--- config.mk ---
export PLATFORM = sky130hd
export DESIGN_NAME = ipg_ctrl
export DESIGN_NICKNAME = d
export VERILOG_FILES = /design/src/rtl/ipg_pkg.sv /design/src/rtl/ipg_cfg_regs.sv /design/src/rtl/ipg_gap_calc.sv /design/src/rtl/ipg_gap_timer.sv /design/src/rtl/ipg_ctrl.sv
export SDC_FILE = /design/constraint.sdc
export NUM_CORES = 1
export LEC_CHECK = 0
export ABC_AREA = 1
export CORE_UTILIZATION = 25
export CTS_BUF_LIST = sky130_fd_sc_hd__clkbuf_4
export CTS_CLUSTER_DIAMETER = 50
export DETAILED_ROUTE_END_ITERATION = 16
export GPL_TIMING_DRIVEN = 1
export HOLD_SLACK_MARGIN = 0.03
export MAX_ROUTING_LAYER = met4
export PLACE_DENSITY = 0.47
export SYNTH_ARGS = -nofsm -noshare
export SYNTH_HDL_FRONTEND = slang
export SYNTH_SLANG_ARGS = --single-unit
--- constraint.sdc ---
create_clock -name clk -period 2 [get_ports clk]
set_input_delay 0.4 -clock clk [delete_from_list [all_inputs] [get_ports clk]]
set_output_delay 0.4 -clock clk [all_outputs]
set_load 0.01 [all_outputs]
--- src/rtl/ipg_pkg.sv ---
package ipg_pkg;

    // Nibble-time bias added to the programmed values
    localparam int HALF_B2B_BIAS = 6;
    localparam int FULL_B2B_BIAS = 3;
    localparam int NB_BIAS       = 6;

    typedef enum logic [1:0] {
        GS_IDLE = 2'd0,
        GS_TX   = 2'd1,
        GS_GAP  = 2'd2
    } gap_state_e;

    localparam logic CFG_SEL_B2B = 1'b0;
    localparam logic CFG_SEL_NB  = 1'b1;

endpackage

--- src/rtl/ipg_cfg_regs.sv ---
module ipg_cfg_regs #(
    parameter int B2B_W   = 7,
    parameter int NB_W    = 12,
    parameter int B2B_RST = 'h15,
    parameter int NB_RST  = 'h12
) (
    input  logic             clk,
    input  logic             rst_n,
    input  logic             cfg_we,
    input  logic             cfg_sel,
    input  logic [NB_W-1:0]  cfg_wdata,
    output logic [B2B_W-1:0] b2b_val,
    output logic [NB_W-1:0]  nb_val
);
    import ipg_pkg::*;

    typedef struct packed {
        logic [B2B_W-1:0] b2b;
        logic [NB_W-1:0]  nb;
    } regs_t;

    regs_t regs_d, regs_q;

    always_comb begin
        regs_d = regs_q;
        if (cfg_we) begin
            if (cfg_sel == CFG_SEL_B2B) begin
                regs_d.b2b = cfg_wdata[B2B_W-1:0];
            end else begin
                regs_d.nb = cfg_wdata;
            end
        end
    end

    always_ff @(posedge clk) begin
        if (!rst_n) begin
            regs_q.b2b <= B2B_W'(B2B_RST);
            regs_q.nb  <= NB_W'(NB_RST);
        end else begin
            regs_q <= regs_d;
        end
    end

    assign b2b_val = regs_q.b2b;
    assign nb_val  = regs_q.nb;

endmodule

--- src/rtl/ipg_gap_calc.sv ---
module ipg_gap_calc #(
    parameter int B2B_W     = 7,
    parameter int NB_W      = 12,
    parameter int FULL_NB_W = 8,
    parameter int CNT_W     = 13
) (
    input  logic [B2B_W-1:0] b2b_val,
    input  logic [NB_W-1:0]  nb_val,
    input  logic             full,
    input  logic             b2b_sel,
    output logic [CNT_W-1:0] gap_len
);
    import ipg_pkg::*;

    logic [NB_W-1:0] nb_eff_full;

    // Full duplex sees only the low part of the idle-start register
    generate
        if (NB_W > FULL_NB_W) begin : g_trunc
            assign nb_eff_full = {{(NB_W-FULL_NB_W){1'b0}}, nb_val[FULL_NB_W-1:0]};
        end else begin : g_whole
            assign nb_eff_full = nb_val;
        end
    endgenerate

    always_comb begin
        if (b2b_sel) begin
            gap_len = CNT_W'(b2b_val)
                    + (full ? CNT_W'(FULL_B2B_BIAS) : CNT_W'(HALF_B2B_BIAS));
        end else begin
            gap_len = (full ? CNT_W'(nb_eff_full) : CNT_W'(nb_val))
                    + CNT_W'(NB_BIAS);
        end
    end

endmodule

--- src/rtl/ipg_gap_timer.sv ---
module ipg_gap_timer #(
    parameter int CNT_W = 13
) (
    input  logic             clk,
    input  logic             rst_n,
    input  logic             tx_en,
    input  logic             crs,
    input  logic             duplex_full,
    input  logic             b2b_sel,
    input  logic [CNT_W-1:0] gap_len,
    output logic             tx_permit,
    output logic             crs_hold
);
    import ipg_pkg::*;

    typedef struct packed {
        gap_state_e       state;
        logic [CNT_W-1:0] cnt;
        logic [CNT_W-1:0] len;
        logic             hold;
        logic             permit;
    } tmr_t;

    tmr_t tmr_d, tmr_q;
    logic start_hold;

    assign start_hold = !b2b_sel && !duplex_full;

    always_comb begin
        tmr_d = tmr_q;
        unique case (tmr_q.state)
            GS_IDLE: begin
                if (tx_en) begin
                    tmr_d.state = GS_TX;
                end
            end
            GS_TX: begin
                if (!tx_en) begin
                    // first idle nibble: fix kind, length and carrier handling
                    tmr_d.state = GS_GAP;
                    tmr_d.len   = gap_len;
                    tmr_d.hold  = start_hold;
                    tmr_d.cnt   = (start_hold && crs) ? gap_len : gap_len - CNT_W'(1);
                end
            end
            GS_GAP: begin
                if (tx_en) begin
                    tmr_d.state = GS_TX;
                end else if (tmr_q.hold && crs) begin
                    tmr_d.cnt = tmr_q.len;
                end else if (tmr_q.cnt <= CNT_W'(1)) begin
                    tmr_d.state = GS_IDLE;
                    tmr_d.cnt   = '0;
                end else begin
                    tmr_d.cnt = tmr_q.cnt - CNT_W'(1);
                end
            end
            default: begin
                tmr_d.state = GS_IDLE;
            end
        endcase
        tmr_d.permit = (tmr_d.state == GS_IDLE);
    end

    always_ff @(posedge clk) begin
        if (!rst_n) begin
            tmr_q.state  <= GS_IDLE;
            tmr_q.cnt    <= '0;
            tmr_q.len    <= '0;
            tmr_q.hold   <= 1'b0;
            tmr_q.permit <= 1'b1;
        end else begin
            tmr_q <= tmr_d;
        end
    end

    assign tx_permit = tmr_q.permit;
    assign crs_hold  = (tmr_q.state == GS_GAP) && tmr_q.hold;

endmodule

--- src/rtl/ipg_ctrl.sv ---
module ipg_ctrl #(
    parameter int B2B_W     = 7,
    parameter int NB_W      = 12,
    parameter int FULL_NB_W = 8,
    parameter int B2B_RST   = 'h15,
    parameter int NB_RST    = 'h12
) (
    input  logic            clk,
    input  logic            rst_n,
    input  logic            duplex_full,
    input  logic            cfg_we,
    input  logic            cfg_sel,
    input  logic [NB_W-1:0] cfg_wdata,
    input  logic            tx_en,
    input  logic            frame_req,
    input  logic            crs,
    output logic            tx_permit
);
    localparam int MAX_GAP = (1 << NB_W) + 8;
    localparam int CNT_W   = $clog2(MAX_GAP + 1);

    logic [B2B_W-1:0] b2b_val;
    logic [NB_W-1:0]  nb_val;
    logic [CNT_W-1:0] gap_len;
    logic             crs_hold;

    ipg_cfg_regs #(
        .B2B_W   (B2B_W),
        .NB_W    (NB_W),
        .B2B_RST (B2B_RST),
        .NB_RST  (NB_RST)
    ) u_regs (
        .clk       (clk),
        .rst_n     (rst_n),
        .cfg_we    (cfg_we),
        .cfg_sel   (cfg_sel),
        .cfg_wdata (cfg_wdata),
        .b2b_val   (b2b_val),
        .nb_val    (nb_val)
    );

    ipg_gap_calc #(
        .B2B_W     (B2B_W),
        .NB_W      (NB_W),
        .FULL_NB_W (FULL_NB_W),
        .CNT_W     (CNT_W)
    ) u_calc (
        .b2b_val (b2b_val),
        .nb_val  (nb_val),
        .full    (duplex_full),
        .b2b_sel (frame_req),
        .gap_len (gap_len)
    );

    ipg_gap_timer #(
        .CNT_W (CNT_W)
    ) u_timer (
        .clk         (clk),
        .rst_n       (rst_n),
        .tx_en       (tx_en),
        .crs         (crs),
        .duplex_full (duplex_full),
        .b2b_sel     (frame_req),
        .gap_len     (gap_len),
        .tx_permit   (tx_permit),
        .crs_hold    (crs_hold)
    );

endmodule

==> impl_results.md <==
* CP Depth at 14
* Worst Path Arrival at 2390 ps
* CTS Sinks at 49
* Total GRT Usage at 0.151
* Crit-path cells: ha_4 > inv_2 > ha_4 > nand2_2 > o21ai_2 > ha_2 > nand2_2 > nor2_4 > nand3_2 > nor2_4 > inv_2 > o21ai_2 > nand3_2 > a21oi_1
* Fin area at 4150 µm²
* Maximum clock path buffer count at 2
* CTS tree: built
* Commonest non-fill, non-tap cell in the layout: nand2_1
* Number of diodes at 0
* Detailed Route Iter0 Violations at 98
* Inst Count DP at 726
* Pin count of the biggest net entering global routing at 26
* Gpl congestion at 0.887
* PwrDens at 587 nW/µm²
* Minimum clock period at 2070 ps
* Count of different cell masters after synthesis at 38
* Max Freq at 484 MHz
* CTS root buffer: clkbuf_4
* Post-Syn Area at 3190 µm²
* Overall die width at 115 µm
* Max Cap Viol at 0
* Drt drc at 0
* Hold Crit Class: flip-flop to flip-flop
* Dpl hpwl at 7050 µm
* # port buffers at 20
* Maximum fanout along the worst path at 7
* WL per Instance at 12.3 µm
* Post-route ant nets at 0
* R2R cell count at 14
* Full die area at 13,200 µm²
* Slowest cell on the critical path: dfxtp_2
* Routed vias at 3,373
* WHS Path Cells at 2
* Max H-tree Level at 2
* Tot Pwr at 2.44 mW
* DIE HEIGHT at 115 µm
* Core footprint at 12,200 µm²
* Antenna violations before repair at 0
* Drt via density at 4.58
* Endpoints failing setup at 1
* Register clock-pin slew on the reported worst setup and hold paths at 150 ps
* Worst R2R Setup Slack at -70 ps
* I/O pin total at 21
* Worst VDD drop at 0.292 mV
* Final Max Tran Viols at 0
* Area grow syn2layout at 30.1%
* Skew-Pair Late Insertion Delay at 390 ps
* Cells after Synth at 505
* Most frequent cells in the layout: 91 x nand2_1, 61 x inv_1, 54 x o21ai_0, 50 x nand3_1, 49 x buf_4
* Worst Setup End Kind: flip-flop
* Slew HR at 0.725
* Average size of a mapped cell at 6.32 µm²
* First-pass GRT wire length at 15,400 µm
* Critical Path RT at 2330 ps
* Number of synthesized register bits at 49
* CTS Buf Count at 5
* Mapped Nets at 532
* Leakage power total at 1.88 nW
* CP bufs+invs at 2
* Setup WS post-layout at -66.0 ps
* Sequential-to-total area share from yosys stat at 0.307
* Crit path launch type: flip-flop
* Final critical-path share of the clock period at 1.03
* Initial Util at 0.261
* Placed Area at 3940 µm²
* Nets at 595
* Vias in the first global route at 3,199
* Slew @ Worst Pin at 412 ps
* Non-Filler Instances at 737
* Status: finished, violations left
* Fin. Hold Viols at 0
* Final wirelength at 9050 µm
* Pre-antenna DRT Iters at 4
* Setup CP Type: flip-flop to flip-flop
* Pre-CTS setup slack at -851 ps
* Gr ovfl total at 0
* Failing checks: negative setup slack
* FP Rows at 40
* Fin Clk Skew at 22.7 ps
* Critical path's top delay family: simple AND/OR/NAND/NOR gates
* Yosys warnings at 0
* Layout cells sized above 1 at 0.218
* RSZ-0062 raised after global routing: true
* Worst path max stage delay at 370 ps
[final timing paths]
path	from	endpoint
max reg2reg	u_regs.b2b_val[0]	u_timer.tmr_q[23]
max	u_regs.b2b_val[0]	u_timer.tmr_q[23]
min reg2reg	u_regs.nb_val[0]	u_regs.nb_val[0]
min	u_regs.nb_val[0]	u_regs.nb_val[0]
[worst register-to-register path, cell delays in order (launching register included)]
cell	delay, ps
dfxtp_2	370
ha_4	130
inv_2	40
ha_4	260
nand2_2	40
o21ai_2	60
ha_2	190
nand2_2	70
nor2_4	100
nand3_2	100
nor2_4	210
inv_2	70
o21ai_2	150
nand3_2	100
a21oi_1	120
[per-stage QoR]
step / utilization / setup TNS (ps) / hold WS, ps
after floorplan: - / 0 / 430
after global placement: 0.323 / -11610 / 455
after detailed placement: 0.323 / -12200 / 459
after CTS: 0.330 / -122 / 479
after global routing: 0.340 / -488 / 498
final: 0.340 / -66.0 / 479
[Yosys cell counts]
library cell,instances,area [µm²]
o21ai_2,1,8.76
clkbuf_1,13,48.8
nand4_1,7,43.8
inv_2,4,15.0
nand2_2,3,18.8
inv_4,1,6.26
nand2_4,1,11.3
xor2_1,4,35.0
clkinv_1,2,7.51
buf_6,1,11.3
a21oi_2,2,17.5
ha_1,7,87.6
dfxtp_1,49,981
o21ai_4,1,16.3
nor2_8,1,20.0
nand3_1,54,270
a31oi_1,3,18.8
a311oi_1,1,8.76
nor4_1,1,6.26
o31ai_1,1,7.51
nand3_4,1,17.5
nor2_4,2,22.5
xnor2_1,2,17.5
nor2_1,49,184
nor3_1,4,20.0
and2_4,1,8.76
inv_1,66,248
nor2_2,1,6.26
nand3b_1,1,7.51
o21ai_0,55,275
o211ai_1,8,60.1
o21ai_1,2,10.0
nand2_1,102,383
or2_2,3,18.8
nand3_2,2,20.0
a21oi_1,46,230
buf_4,2,15.0
and2_1,1,6.26
[sequential cells by signal (all words and copies together) (netlist names)]
register / flops
u_regs.b2b_val: 7
u_timer.tx_permit: 1
u_regs.nb_val: 12
u_timer.tmr_q: 29
[per-layer routing]
metal  up-vias  global-route usage  share of wire
met1      1503               0.200           0.49
met4         0              0.0338         0.0074
met5         -                   -              0
li1       1788                   -              -
met3         6              0.0264          0.044
met2        76               0.240           0.46
[report_power, final]
group	leakage (nW)	switching [mW]	total, mW	internal (mW)
Sequential	0.402	0.0494	1.09	1.04
Clock	0.0360	0.354	0.509	0.155
Combinational	1.44	0.481	0.836	0.355
[area by class of cell]
cell class | instances | area, µm²
fill | 1384 | 8060
multi-input combinational | 367 | 2000
sequential | 49 | 988
timing repair buffer | 72 | 614
inverter | 73 | 277
tap | 168 | 210
clock buffer | 6 | 45.0
clock inverter | 2 | 13.8
[kinds of logic (layout without fill, tap and decap cells)]
kind of cell             after synthesis  after routing  synth area share
AO/OA/AOI/OAI                        120            120             0.205
XOR/XNOR                               6              6            0.0165
adder cells (fa/ha/maj)                7              7            0.0274
buffers and inverters                 89            153             0.110
flip-flops                            49             49             0.307
AND/OR/NAND/NOR                      234            234             0.334
[repair_timing]
action	CTS	global route
gates resized for setup	9	38
buffers inserted	1	2
pin swaps	7	13
setup endpoints to repair	15	11
hold buffers	0	0
No activity file was read; power rests on OpenSTA's default activity.
